### src/rtl/shiftRowsPkg.sv
package shiftRowsPkg;

  // AES State geometry and streaming timing.
  localparam int BLOCK_BYTES = 16;
  localparam int ROWS        = 4;
  localparam int PHASE_W     = $clog2(BLOCK_BYTES);
  localparam int LATENCY     = 12;
  localparam int NUM_LANES   = 7;
  localparam int LANE_IDX_W  = $clog2(NUM_LANES + 1);

  // Lanes group the bytes whose storage intervals chain into one another.
  typedef enum logic [LANE_IDX_W-1:0] {
    LANE_ROW0   = 3'd0,  // bytes 0,4,8,12: three deep, first in first out
    LANE_ROW1L  = 3'd1,  // bytes 1,9: two deep
    LANE_ROW2   = 3'd2,  // bytes 2,6,10,14: three deep
    LANE_ROW1S  = 3'd3,  // bytes 5,13: one deep
    LANE_R3A    = 3'd4,  // byte 3
    LANE_R3B    = 3'd5,  // byte 7
    LANE_R3C    = 3'd6,  // byte 11
    LANE_NONE   = 3'd7   // byte 15 goes straight through
  } laneId_t;

  // Strobes from control to datapath.
  typedef struct packed {
    logic [NUM_LANES-1:0] laneWr;   // one-hot: lane read and rewritten this cycle
    logic                 shift;    // advance the selected lane's chain
    logic                 readTail; // take the oldest entry instead of the head
    logic                 bypass;   // pass the input byte straight out
  } srCtrl_t;

  typedef struct packed {
    laneId_t lane;
    logic    shift;
    logic    readTail;
  } phaseCode_t;

  function automatic int laneDepth(input int lane);
    case (lane)
      0:       return 3;
      1:       return 2;
      2:       return 3;
      default: return 1;
    endcase
  endfunction

  // Phase p is the block position of the byte at the input in this cycle.
  // The byte read out in the same cycle is output position (p+4) mod 16.
  function automatic phaseCode_t decodePhase(input logic [PHASE_W-1:0] p);
    phaseCode_t c;
    c.shift    = 1'b1;
    c.readTail = 1'b1;
    c.lane     = LANE_NONE;
    if (p[1:0] == 2'd0) begin
      c.lane = LANE_ROW0;
    end else begin
      case (p)
        4'd1:  begin c.lane = LANE_ROW1L; c.shift = 1'b0; c.readTail = 1'b0; end
        4'd9:  c.lane = LANE_ROW1L;
        4'd2:  begin c.lane = LANE_ROW2;  c.shift = 1'b0; c.readTail = 1'b0; end
        4'd14: begin c.lane = LANE_ROW2;  c.shift = 1'b0; c.readTail = 1'b0; end
        4'd6:  c.lane = LANE_ROW2;
        4'd10: c.lane = LANE_ROW2;
        4'd5:  c.lane = LANE_ROW1S;
        4'd13: c.lane = LANE_ROW1S;
        4'd3:  c.lane = LANE_R3A;
        4'd7:  c.lane = LANE_R3B;
        4'd11: c.lane = LANE_R3C;
        default: c.lane = LANE_NONE;
      endcase
    end
    return c;
  endfunction

endpackage

### src/rtl/srLane.sv
module srLane #(
  parameter int BYTE_W = 8,
  parameter int DEPTH  = 3
) (
  input  logic              clk,
  input  logic              rst,
  input  logic              wr,
  input  logic              shift,
  input  logic              readTail,
  input  logic [BYTE_W-1:0] din,
  output logic [BYTE_W-1:0] dout
);

  logic [BYTE_W-1:0] chain [DEPTH];

  // A write always lands at the head. With shift set, every entry moves one
  // step toward the tail and the tail entry, already read, is dropped.
  always_ff @(posedge clk) begin
    if (rst) begin
      for (int i = 0; i < DEPTH; i++) chain[i] <= '0;
    end else if (wr) begin
      chain[0] <= din;
      if (shift) begin
        for (int i = 1; i < DEPTH; i++) chain[i] <= chain[i-1];
      end
    end
  end

  assign dout = readTail ? chain[DEPTH-1] : chain[0];

endmodule

### src/rtl/srControl.sv
module srControl
  import shiftRowsPkg::*;
(
  input  logic    clk,
  input  logic    rst,
  input  logic    inValid,
  input  logic    inFirst,
  output srCtrl_t ctrl,
  output logic    outValid
);

  logic [PHASE_W-1:0] phaseQ;
  logic [PHASE_W-1:0] phaseNow;
  logic [LATENCY-1:0] validPipe;
  phaseCode_t         code;

  // The marker forces phase 0 in its own cycle; otherwise the count runs on.
  assign phaseNow = (inFirst && inValid) ? '0 : phaseQ;

  always_ff @(posedge clk) begin
    if (rst) begin
      phaseQ    <= '0;
      validPipe <= '0;
    end else begin
      phaseQ    <= phaseNow + PHASE_W'(1);
      validPipe <= {validPipe[LATENCY-2:0], inValid};
    end
  end

  always_comb begin
    code          = decodePhase(phaseNow);
    ctrl          = '0;
    ctrl.bypass   = (code.lane == LANE_NONE);
    ctrl.shift    = code.shift;
    ctrl.readTail = code.readTail;
    if (code.lane != LANE_NONE) ctrl.laneWr[code.lane] = 1'b1;
  end

  assign outValid = validPipe[LATENCY-1];

endmodule

### src/rtl/srDatapath.sv
module srDatapath
  import shiftRowsPkg::*;
#(
  parameter int BYTE_W = 8
) (
  input  logic              clk,
  input  logic              rst,
  input  srCtrl_t           ctrl,
  input  logic [BYTE_W-1:0] inByte,
  output logic [BYTE_W-1:0] outByte
);

  logic [BYTE_W-1:0] laneOut [NUM_LANES];
  logic [BYTE_W-1:0] picked;

  for (genvar l = 0; l < NUM_LANES; l++) begin : gLane
    srLane #(
      .BYTE_W (BYTE_W),
      .DEPTH  (laneDepth(l))
    ) uLane (
      .clk      (clk),
      .rst      (rst),
      .wr       (ctrl.laneWr[l]),
      .shift    (ctrl.shift),
      .readTail (ctrl.readTail),
      .din      (inByte),
      .dout     (laneOut[l])
    );
  end

  // The lane that is rewritten is also the lane that is read, so the
  // one-hot write strobes double as the output select.
  always_comb begin
    picked = '0;
    for (int l = 0; l < NUM_LANES; l++) begin
      if (ctrl.laneWr[l]) picked = picked | laneOut[l];
    end
    outByte = ctrl.bypass ? inByte : picked;
  end

endmodule

### src/rtl/shiftRowsStream.sv
module shiftRowsStream
  import shiftRowsPkg::*;
#(
  parameter int BYTE_W = 8
) (
  input  logic              clk,
  input  logic              rst,
  input  logic              inValid,
  input  logic              inFirst,
  input  logic [BYTE_W-1:0] inByte,
  output logic              outValid,
  output logic [BYTE_W-1:0] outByte
);

  srCtrl_t ctrl;

  srControl uCtrl (
    .clk      (clk),
    .rst      (rst),
    .inValid  (inValid),
    .inFirst  (inFirst),
    .ctrl     (ctrl),
    .outValid (outValid)
  );

  srDatapath #(.BYTE_W(BYTE_W)) uPath (
    .clk     (clk),
    .rst     (rst),
    .ctrl    (ctrl),
    .inByte  (inByte),
    .outByte (outByte)
  );

endmodule

### config.mk
export PLATFORM = sky130hd
export DESIGN_NAME = shiftRowsStream
export DESIGN_NICKNAME = d
export VERILOG_FILES = /design/src/rtl/shiftRowsPkg.sv /design/src/rtl/srLane.sv /design/src/rtl/srControl.sv /design/src/rtl/srDatapath.sv /design/src/rtl/shiftRowsStream.sv
export SDC_FILE = /design/constraint.sdc
export NUM_CORES = 1
export LEC_CHECK = 0
export ABC_CLOCK_PERIOD_IN_PS = 9150
export BUFFER_PORTS_ARGS = -buffer_cell sky130_fd_sc_hd__buf_2
export CELL_PAD_IN_SITES_DETAIL_PLACEMENT = 0
export CELL_PAD_IN_SITES_GLOBAL_PLACEMENT = 2
export CORE_ASPECT_RATIO = 1.25
export CORE_MARGIN = 10
export CORE_UTILIZATION = 47
export CTS_CLUSTER_SIZE = 28
export DETAILED_ROUTE_END_ITERATION = 10
export HOLD_SLACK_MARGIN = 0.06
export PLACE_DENSITY_LB_ADDON = 0.1
export SYNTH_ARGS = -nofsm -noshare
export SYNTH_HDL_FRONTEND = slang
export SYNTH_SLANG_ARGS = --single-unit
### constraint.sdc
create_clock -name clk -period 9.15 [get_ports clk]
set_input_delay 1.3725 -clock clk [delete_from_list [all_inputs] [get_ports clk]]
set_output_delay 1.3725 -clock clk [all_outputs]
set_load 0.02 [all_outputs]
Word level (Yosys, flattened, before mapping):

Memories as Yosys holds them, arrays and structs flattened.
Cells that the tools add are included.

* $lt $le $gt $ge: 2
* muxes and demuxes: 68
* bitwise operators: 14
* add/subtract/negate cells: 1
* reduce and logical (&&, ||, !) cells: 11
* equality and inequality tests: 13

Operator list (number)
* $mux W8: 23
* $or A8 B8 Y8: 6
* $mux W1: 38
* $reduce_or A8 Y1: 4
* $eq A4 B4 Y1 const B: 5
* $pmux W3 S6: 1
* $eq A4 B3 Y1 const B: 3
* $eq A4 B2 Y1 const B: 2
* $or A1 B1 Y1: 8
* $mux W7: 1
* $add A4 B1 Y4 const B: 1
* $eq A4 B1 Y1 const B: 1
* $lt A3 B4 Y1 const B: 1
* $mux W2: 2
* $mux W4: 1
* $reduce_or A2 Y1: 2
* $reduce_or A4 Y1: 1
* $demux W1 S3: 1
* $eq A3 B3 Y1 const B: 1
* $ge A3 B1 Y1 const B: 1
* $mux W3: 1
* $ne A3 B3 Y1 const B: 1
* $reduce_or A3 Y1: 1
* $logic_and A1 B1 Y1: 2
* $logic_not A2 Y1: 1

* flip-flop bits (word level): 16
* output and inout bits: 9
* bits in writable memories: 96
* memories kept: 7
* word-level logic and storage cells: 118

Memory list
* uPath.gLane[0].uLane.chain: words 3, bits a word 8, read ports 3, clocked after Yosys merged registers in 0, wr ports 3, line srLane.sv:14 `logic [BYTE_W-1:0] chain [DEPTH];`
* uPath.gLane[2].uLane.chain: words 3, bits a word 8, read ports 3, clocked after Yosys merged registers in 0, wr ports 3, line srLane.sv:14
* uPath.gLane[1].uLane.chain: words 2, bits a word 8, read ports 2, clocked after Yosys merged registers in 0, wr ports 2, line srLane.sv:14
* uPath.gLane[3].uLane.chain: words 1, bits a word 8, read ports 1, clocked after Yosys merged registers in 0, wr ports 1, line srLane.sv:14
* uPath.gLane[4].uLane.chain: words 1, bits a word 8, read ports 1, clocked after Yosys merged registers in 0, wr ports 1, line srLane.sv:14
* uPath.gLane[5].uLane.chain: words 1, bits a word 8, read ports 1, clocked after Yosys merged registers in 0, wr ports 1, line srLane.sv:14
* 1 more memories

Longest topological paths before layout:

Gate-level depths: netlist (run 1).

* depth after elaboration: 25
* gate-level depth with buffers: 12

By module:

From an unflattened synthesis (run 1), not the netlist that was laid out.

* cells, all modules: 356
* area total of the unflattened synthesis: 5340.1 um^2

Modules (own cells, without submodules)
* srLane at uPath.gLane[0].uLane ...: times used 2, area each 1098.6 um^2, cells an instance 63, seq. area each 720.7 um^2
* srLane at uPath.gLane[3].uLane ...: times used 4, area each 316.6 um^2, cells an instance 17, seq. area each 240.2 um^2
* srLane at uPath.gLane[1].uLane: times used 1, area each 793.3 um^2, cells an instance 45, seq. area each 480.5 um^2
* srControl: times used 1, area each 723.2 um^2, cells an instance 69, seq. area each 320.3 um^2
* srDatapath: times used 1, area each 360.3 um^2, cells an instance 48, seq. area each 0.0 um^2

Worst setup path before layout (run 1):

OpenSTA, ideal clock, no wires.

* kind: input -> output
* start: input port inFirst
* end: output port outByte[0]
* required time: 7.777 ns
* path buffers: 2
* slack: 4.310 ns
* arrival time: 3.467 ns
* stages: 12
* path through: nand2_1 > nand2_1 > inv_1 > ha_1 > nand3_1 > o211ai_1 > o211a_1 > buf_2 > buf_2 > mux2i_1 > o221ai_1 > o32a_1

* word-level cells in the longest chain between the ends: 25

Ends and longest elaborated chain
* start, declared: line shiftRowsStream.sv:9 `input logic inFirst,`
* $logic_and A1 B1 Y1 (*): line srControl.sv:18 `assign phaseNow = (inFirst && inValid) ? '0 : phaseQ;`
* $mux W4 (*): line srControl.sv:18
* $eq A4 B3 Y1 (tied with other cells): line shiftRowsPkg.sv:56 `case (p)`
* $reduce_or A4 Y1 (no source line) / $reduce_or A2 Y1 (equally long branches)
* $pmux W3 S6: line shiftRowsPkg.sv:56
* $mux W3: line shiftRowsPkg.sv:53 `if (p[1:0] == 2'd0) begin`
* $lt A3 B4 Y1 (not written as such) / $ge A3 B1 Y1 (equally long branches): line srControl.sv:36 `if (code.lane != LANE_NONE) ctrl.laneWr[code.lane] = 1'b1;`
* $logic_and A1 B1 Y1 (not written as such): line srControl.sv:36
* [... 9 more ...]
* $mux W8: line srDatapath.sv:36 `if (ctrl.laneWr[l]) picked = picked | laneOut[l];`
* $or A8 B8 Y8: line srDatapath.sv:36
* $mux W8: line srDatapath.sv:36
* $or A8 B8 Y8: line srDatapath.sv:36
* $mux W8: line srDatapath.sv:36
* $or A8 B8 Y8: line srDatapath.sv:36
* $mux W8: line srDatapath.sv:36
* $mux W8 (*): line srDatapath.sv:38 `outByte = ctrl.bypass ? inByte : picked;`
* end, declared: line shiftRowsStream.sv:12 `output logic [BYTE_W-1:0] outByte`

Mark *: on every way between the ends. The rest lies on a longest branch, timed or not.

Worst setup path after layout (run 1):

* start: input port inValid
* end: output port outByte[1]

* word-level cells in the longest chain between the ends: 25

Ends and longest elaborated chain
* start, declared: line shiftRowsStream.sv:8 `input logic inValid,`
* $logic_and A1 B1 Y1 (*): line srControl.sv:18
* $mux W4 (*): line srControl.sv:18
* $eq A4 B3 Y1 (tied with other cells): line shiftRowsPkg.sv:56
* $reduce_or A4 Y1 (no source line) / $reduce_or A2 Y1 (equally long branches)
* $pmux W3 S6: line shiftRowsPkg.sv:56
* $mux W3: line shiftRowsPkg.sv:53
* $lt A3 B4 Y1 (not written as such) / $ge A3 B1 Y1 (equally long branches): line srControl.sv:36
* $logic_and A1 B1 Y1 (not written as such): line srControl.sv:36
* [... 9 more ...]
* $mux W8: line srDatapath.sv:36
* $or A8 B8 Y8: line srDatapath.sv:36
* $mux W8: line srDatapath.sv:36
* $or A8 B8 Y8: line srDatapath.sv:36
* $mux W8: line srDatapath.sv:36
* $or A8 B8 Y8: line srDatapath.sv:36
* $mux W8: line srDatapath.sv:36
* $mux W8 (*): line srDatapath.sv:38

Marked as above.

==> flow_summary.json, run 1 <==
{
  "netlist_instances": 382,
  "critPathCapture": "outByte[1]",
  "fin_nets": 412,
  "postCtsSetupBuffers": 0,
  "preCtsSetupSlack_ns": 3.44,
  "ctsHoldBuffers": 0,
  "fmax_mhz": 175,
  "r2r_end": "uPath.gLane[3].uLane.chain[0][4]$_SDFFCE_PN0P_",
  "die-area_sq_um": 15400,
  "crit_type": "input port to output pin",
  "cts_buffer_depth": 2,
  "reg2reg_depth": 8,
  "drt-initial-drc-count": 185,
  "cts_resized": 0,
  "cts_root_buf": "clkbuf_16",
  "syn_to_final_growth_pct": 9.43,
  "fin_crit_sh_pct": 62.4,
  "finalMaxSlewViolations": 0,
  "synthTopCellsByArea": "edfxtp_1, and2_1, dfxtp_1",
  "critPathMaxStageDelay_ns": 0.85,
  "multiInputGateArea_sq_um": 1680,
  "grt_pass1_vias": 3046,
  "cts_buffers": 9,
  "slowest_stage": "o21bai_1",
  "grt_pass1_wl_mm": 16.8,
  "vias": 2929,
  "port_buffers": 20,
  "holdCritPathClass": "flip-flop to flip-flop",
  "ctsHtreeMaxLevel": 3,
  "outcome": "finished, final reports clean",
  "wire_per_inst_microns": 19.8,
  "crit_arrival_ns": 4.34,
  "syn-cell-area_sq_um": 5080,
  "die_x_microns": 113,
  "antenna_found_initial": 0,
  "diodes": 0,
  "path_buf_inv": 3,
  "utilization_pct": 52.7,
  "finClkSkew_ns": 0.0102,
  "vias_per_cell": 5.51,
  "seq_area_frac_synth_pct": 63.0,
  "hold_viol_final": 0,
  "start_util_pct": 48.1,
  "synth.most_common_cell": "edfxtp_1",
  "ys_ff_latch": 112,
  "synth_edf_count": 96,
  "drc_errors": 0,
  "crit_path_start": "inValid",
  "dp_hpwl_mm": 7.01,
  "ys_warn_count": 0,
  "synth_cell_type_count": 47,
  "max_slew.worst_pin.slew_ns": 1.24,
  "syn-num-nets": 399,
  "rows": 42,
  "setup_slack_ns": 3.44,
  "regArea_sq_um": 3200,
  "io_pins": 21,
  "placed_cells": 516,
  "critPathMaxFanout": 13,
  "tns_ns": 0,
  "antenna_left": 0,
  "synth_top_area_share_pct": 56.7,
  "grt_usage_pct": 14.0,
  "synth_commonest_cells": "edfxtp_1, and2_1, and3_1",
  "crit_path_start_kind": "input port",
  "peakVddDrop_mv": 0.0886,
  "drive_gt1_share_pct": 13.3,
  "rrSetupSlack_ns": 5.87,
  "crit_path_end_kind": "output pin",
  "clk_latency_ns": 0.35,
  "grt_max_degree": 37,
  "instances_no_fill": 532,
  "clk_pin_slew_worst_paths_ns": 0.07,
  "syn_area_per_cell_sq_um": 13.3,
  "cts_tree": "built",
  "async_flop_share_pct": 0,
  "period_needed_ns": 5.71,
  "drt_wl_total_mm": 10.5,
  "powerDensity_nw_per_um2": 208,
  "drv_cap": 0,
  "cp.depth": 12,
  "netlist.top_cell.by_area": "edfxtp_1",
  "die_h_microns": 136,
  "total_leakage_power_nw": 2.21,
  "clock_sinks": 112,
  "core-area_sq_um": 10600,
  "firstDrtPassIters": 4,
  "path_delay_family": "compound AO/OA/AOI/OAI gates",
  "worstPathRequired_ns": 7.78,
  "crit_chain": "buf_2, nand2_1, nand2_1, inv_1, ha_1, mux2_1, a32oi_1, a21oi_1, o21bai_1, a211oi_1, o32a_1, buf_2",
  "grt_setup_unrepaired": "no",
  "reg2reg_from": "uCtrl.phaseQ[0]$_SDFF_PP0_",
  "setup_viol": 0,
  "grt-ovfl-total": 0,
  "slew_headroom_pct": 16.3,
  "gp_congestion": 0.766,
  "fill_cells": 932,
  "ys.flop_type": "edfxtp_1"
}
[kinds of logic (layout without fill, tap and decap cells)]
logic type | Yosys count | count (layout) | synth area share, %
fa+ha+maj | 5 | 5 | 1.23
simple gates | 156 | 156 | 17.9
xor+xnor | 3 | 3 | 0.665
buf+inv | 30 | 48 | 4.09
flops | 112 | 112 | 63.0
mux | 25 | 25 | 4.95
compound gates | 51 | 51 | 8.17
[registers in the layout, indices dropped and copies added, names as in the netlist]
register                 count
uPath.gLane.uLane.chain     96
uCtrl.validPipe             12
uCtrl.phaseQ                 4
[how the worst min path moves through the flow]
stage / end / from / cells past startpoint / slack [ns]
after floorplan: uCtrl.validPipe[10]$_SDFF_PP0_ / uCtrl.validPipe[9]$_SDFF_PP0_ / 1 / 0.41
after global placement: uCtrl.validPipe[6]$_SDFF_PP0_ / uCtrl.validPipe[5]$_SDFF_PP0_ / 1 / 0.42
after detailed placement: uCtrl.validPipe[1]$_SDFF_PP0_ / uCtrl.validPipe[0]$_SDFF_PP0_ / 1 / 0.43
after CTS: uCtrl.validPipe[2]$_SDFF_PP0_ / uCtrl.validPipe[1]$_SDFF_PP0_ / 1 / 0.44
after global routing: uCtrl.validPipe[7]$_SDFF_PP0_ / uCtrl.validPipe[6]$_SDFF_PP0_ / 1 / 0.46
final: uCtrl.validPipe[2]$_SDFF_PP0_ / uCtrl.validPipe[1]$_SDFF_PP0_ / 1 / 0.44
[layout by cell type (no fill, tap or decap), types with 2 or more instances in the layout]
cell type and instances:
edfxtp_1 96, and2_1 72, and3_1 26, mux2i_1 24, buf_2 20, nand2_1 18
dfxtp_1 16, nor2_1 14, nor2b_1 13, clkbuf_16 9, o21a_1 8, a211oi_1 8
o221ai_1 8, o32a_1 8, inv_1 6, buf_4 6, o21ai_0 5, ha_1 5
nor3_2 4, nand3_1 3, bufinv_16 3, a21boi_0 2, xnor2_1 2
[stage by stage]
step           cell area (sq um)  hold slack (ns)  total power, mW
2_1_floorplan               5080            0.414            0.687
3_3_place_gp                5220            0.417            0.723
3_5_place_dp                5220            0.426            0.724
4_1_cts                     5560            0.444             1.17
5_1_grt                     5560            0.455             1.20
6_report                    5560            0.441             1.16
[metal layers]
metal | GRT usage (%) | wire length [microns]
met4 | 7.42 | 374
met2 | 21.8 | 4820
met1 | 17.8 | 4820
met5 | 0 | 0
met3 | 3.31 | 508
[where the power goes]
group / switching, mW / internal [mW] / total (mW)
combinational: 0.0778 / 0.0411 / 0.119
sequential: 0.00812 / 0.584 / 0.592
clock: 0.178 / 0.269 / 0.447
[layout make-up]
type / count / area share, %
Clock buffer: 10 / 4.12
Clock inverter: 6 / 2.07
Inverter: 6 / 0.405
Multi-Input combinational cell: 240 / 30.2
Sequential cell: 112 / 57.6
Tap cell: 132 / 2.97
Timing Repair Buffer: 26 / 2.61
[worst reg2reg max path, cell delays in order (launching register included)]
cell and delay, ns:
dfxtp_1 0.31, nand2_1 0.10, inv_1 0.10, ha_1 0.24, mux2_1 0.30, a32oi_1 0.22, a21oi_1 0.07, o21bai_1 0.85
o21ai_0 0.66
Note: power is estimated with default switching activity, not from simulation.
==> inputs of run 2 (changes only) <==
--- a/config.mk
+++ b/config.mk
@@ -5,13 +5,13 @@
 export SDC_FILE = /design/constraint.sdc
 export NUM_CORES = 1
 export LEC_CHECK = 0
-export ABC_CLOCK_PERIOD_IN_PS = 9150
+export ABC_CLOCK_PERIOD_IN_PS = 5500
 export BUFFER_PORTS_ARGS = -buffer_cell sky130_fd_sc_hd__buf_2
 export CELL_PAD_IN_SITES_DETAIL_PLACEMENT = 0
 export CELL_PAD_IN_SITES_GLOBAL_PLACEMENT = 2
 export CORE_ASPECT_RATIO = 1.25
 export CORE_MARGIN = 10
-export CORE_UTILIZATION = 47
+export CORE_UTILIZATION = 44
 export CTS_CLUSTER_SIZE = 28
 export DETAILED_ROUTE_END_ITERATION = 10
 export HOLD_SLACK_MARGIN = 0.06
==> constraint.sdc (replaced) <==
create_clock -name clk -period 5.5 [get_ports clk]
set_input_delay 0.825 -clock clk [delete_from_list [all_inputs] [get_ports clk]]
set_output_delay 0.825 -clock clk [all_outputs]
set_load 0.02 [all_outputs]
==> run 2 against run 1 <==
Clock power rose by 70%. Global-route usage barely moved. Final cell count rose by 1.7%. Sequential share of layout area fell by 0.58 points. Final area rose by 1.0%. Die area rose by 5.7%. Worst hold slack barely moved. Clock-buffer cell count fell by 1. Core utilization fell by 2.5 points. Wire length rose by 4.2%. Flip-flop and latch count did not move. First-iteration DRC count fell by 34%. Critical path type unchanged. Largest power group unchanged.
==> flow_summary.json, run 2 (synthesis results as in run 1) <==
{
  "totalPowerFinal_mw": 1.95,
  "cts_root_buf": "clkbuf_16",
  "pwr-share-seq_pct": 50.6,
  "slew_headroom_pct": 32.9,
  "cts_buffers": 9,
  "p_sw_share_pct": 23.3,
  "gp_congestion": 0.791,
  "powerDensity_nw_per_um2": 346,
  "drc_errors": 0,
  "largest_reg_flops": 96,
  "layout_common_cells": "edfxtp_1, and2_1, and3_1",
  "cts_buffer_depth": 2,
  "syn_to_final_growth_pct": 10.5,
  "holdCritPathClass": "flip-flop to flip-flop",
  "vias": 2942,
  "ctsHoldBuffers": 0,
  "critPathMaxStageDelay_ns": 0.81,
  "rows": 43,
  "utilization_pct": 50.2,
  "postCtsSetupBuffers": 0,
  "antenna_left": 0,
  "dp_hpwl_mm": 7.47,
  "peakVddDrop_mv": 0.137,
  "crit_chain": "buf_2, nand2_1, nand2_1, inv_1, ha_1, or2b_1, a2bb2oi_1, or3_1, mux2i_1, o221ai_1, o32a_1, buf_2",
  "outcome": "finished, final reports clean",
  "drt_wl_total_mm": 11.0,
  "die_x_microns": 116,
  "grt_max_degree": 37,
  "ctsHtreeMaxLevel": 3,
  "clk_pin_slew_worst_paths_ns": 0.07,
  "finClkSkew_ns": 0.00704,
  "worstPathRequired_ns": 4.68,
  "share_comb_of_total_power_pct": 10.5,
  "grt_pass1_vias": 2988,
  "crit_arrival_ns": 3.92,
  "clock_sinks": 112,
  "fin_crit_sh_pct": 86.3,
  "crit_path_end_kind": "output pin",
  "regArea_sq_um": 3200,
  "fmax_mhz": 211,
  "grt_setup_unrepaired": "no",
  "start_util_pct": 45.4,
  "grt-ovfl-total": 0,
  "finalMaxSlewViolations": 0,
  "die_h_microns": 140,
  "core-area_sq_um": 11200,
  "vias_per_cell": 5.44,
  "drive_gt1_share_pct": 14.8,
  "grt_pass1_wl_mm": 17.3,
  "clk_latency_ns": 0.34,
  "largest_register": "uPath.gLane.uLane.chain",
  "power.net_switching_uw": 453,
  "port_buffers": 20,
  "critPathMaxFanout": 22,
  "internal_power_mw": 1.49,
  "layout_commonest_cell": "edfxtp_1",
  "crit_type": "input port to output pin",
  "largest_registers": "uPath.gLane.uLane.chain x96, uCtrl.validPipe x12, uCtrl.phaseQ x4",
  "fill_cells": 1015,
  "grt_usage_pct": 14.0,
  "multiInputGateArea_sq_um": 1680,
  "die-area_sq_um": 16300,
  "preCtsSetupSlack_ns": 0.731,
  "path_delay_family": "simple AND/OR/NAND/NOR gates",
  "slowest_stage": "or3_1",
  "fin_nets": 418,
  "io_pins": 21,
  "drt-initial-drc-count": 123,
  "wire_per_inst_microns": 20.3,
  "cts_resized": 0,
  "drv_cap": 0,
  "setup_slack_ns": 0.756,
  "max_slew.worst_pin.slew_ns": 1.01,
  "pwr-share-clk_pct": 39.0,
  "cts_tree": "built",
  "hold_viol_final": 0,
  "crit_path_start_kind": "input port",
  "antenna_found_initial": 1,
  "period_needed_ns": 4.74,
  "tns_ns": 0,
  "firstDrtPassIters": 4,
  "diodes": 0,
  "setup_viol": 0,
  "total_leakage_power_nw": 2.24,
  "path_buf_inv": 3
}
run 2: cell count changes in the layout (fill, tap and decap cells not counted), sizes merged:
cell	previous run	this run
buf	26	31
inv	7	8
run 2: power groups by stage:
stage               Sequential (mW)  Clock, mW  Combinational (mW)
CTS                           0.984      0.773               0.206
global route                  0.989      0.807               0.224
floorplan                     0.999          0               0.145
global placement               1.00          0               0.205
finish                        0.984      0.758               0.204
detailed placement             1.00          0               0.205
run 2: final timing paths:
check,slack (ns),endpoint,depth (start not counted),start
max,0.76,outByte[2],12,inValid
min reg2reg,0.44,uCtrl.validPipe[3]$_SDFF_PP0_,1,uCtrl.validPipe[2]$_SDFF_PP0_
max reg2reg,2.33,uPath.gLane[2].uLane.chain[0][0]$_SDFFCE_PN0P_,5,uCtrl.phaseQ[2]$_SDFF_PP0_
min,0.44,uCtrl.validPipe[3]$_SDFF_PP0_,1,uCtrl.validPipe[2]$_SDFF_PP0_
run 2: area by class of cell:
| class | count | share of cell area (%) |
|---|---|---|
| sequential | 112 | 57.0 |
| multi-input combinational | 240 | 29.9 |
| clock buffer | 9 | 4.01 |
| timing repair buffer | 32 | 3.39 |
| tap | 135 | 3.01 |
| clock inverter | 7 | 2.25 |
| inverter | 6 | 0.401 |
run 2: layer usage:
layer / vias up / routed length [microns] / GRT usage [%]
li1: 1428 / - / -
met1: 1458 / 5060 / 18.9
met2: 49 / 5430 / 22.4
met3: 7 / 375 / 2.74
met4: 0 / 95 / 3.96
met5: - / 0 / 0
run 2: through the flow:
stage	cell area, sq um	instances	hold WS, ns
after floorplan	5080	382	0.414
final	5620	541	0.441
after CTS	5610	540	0.440
after global placement	5260	524	0.417
after global routing	5620	541	0.451
after detailed placement	5260	524	0.423
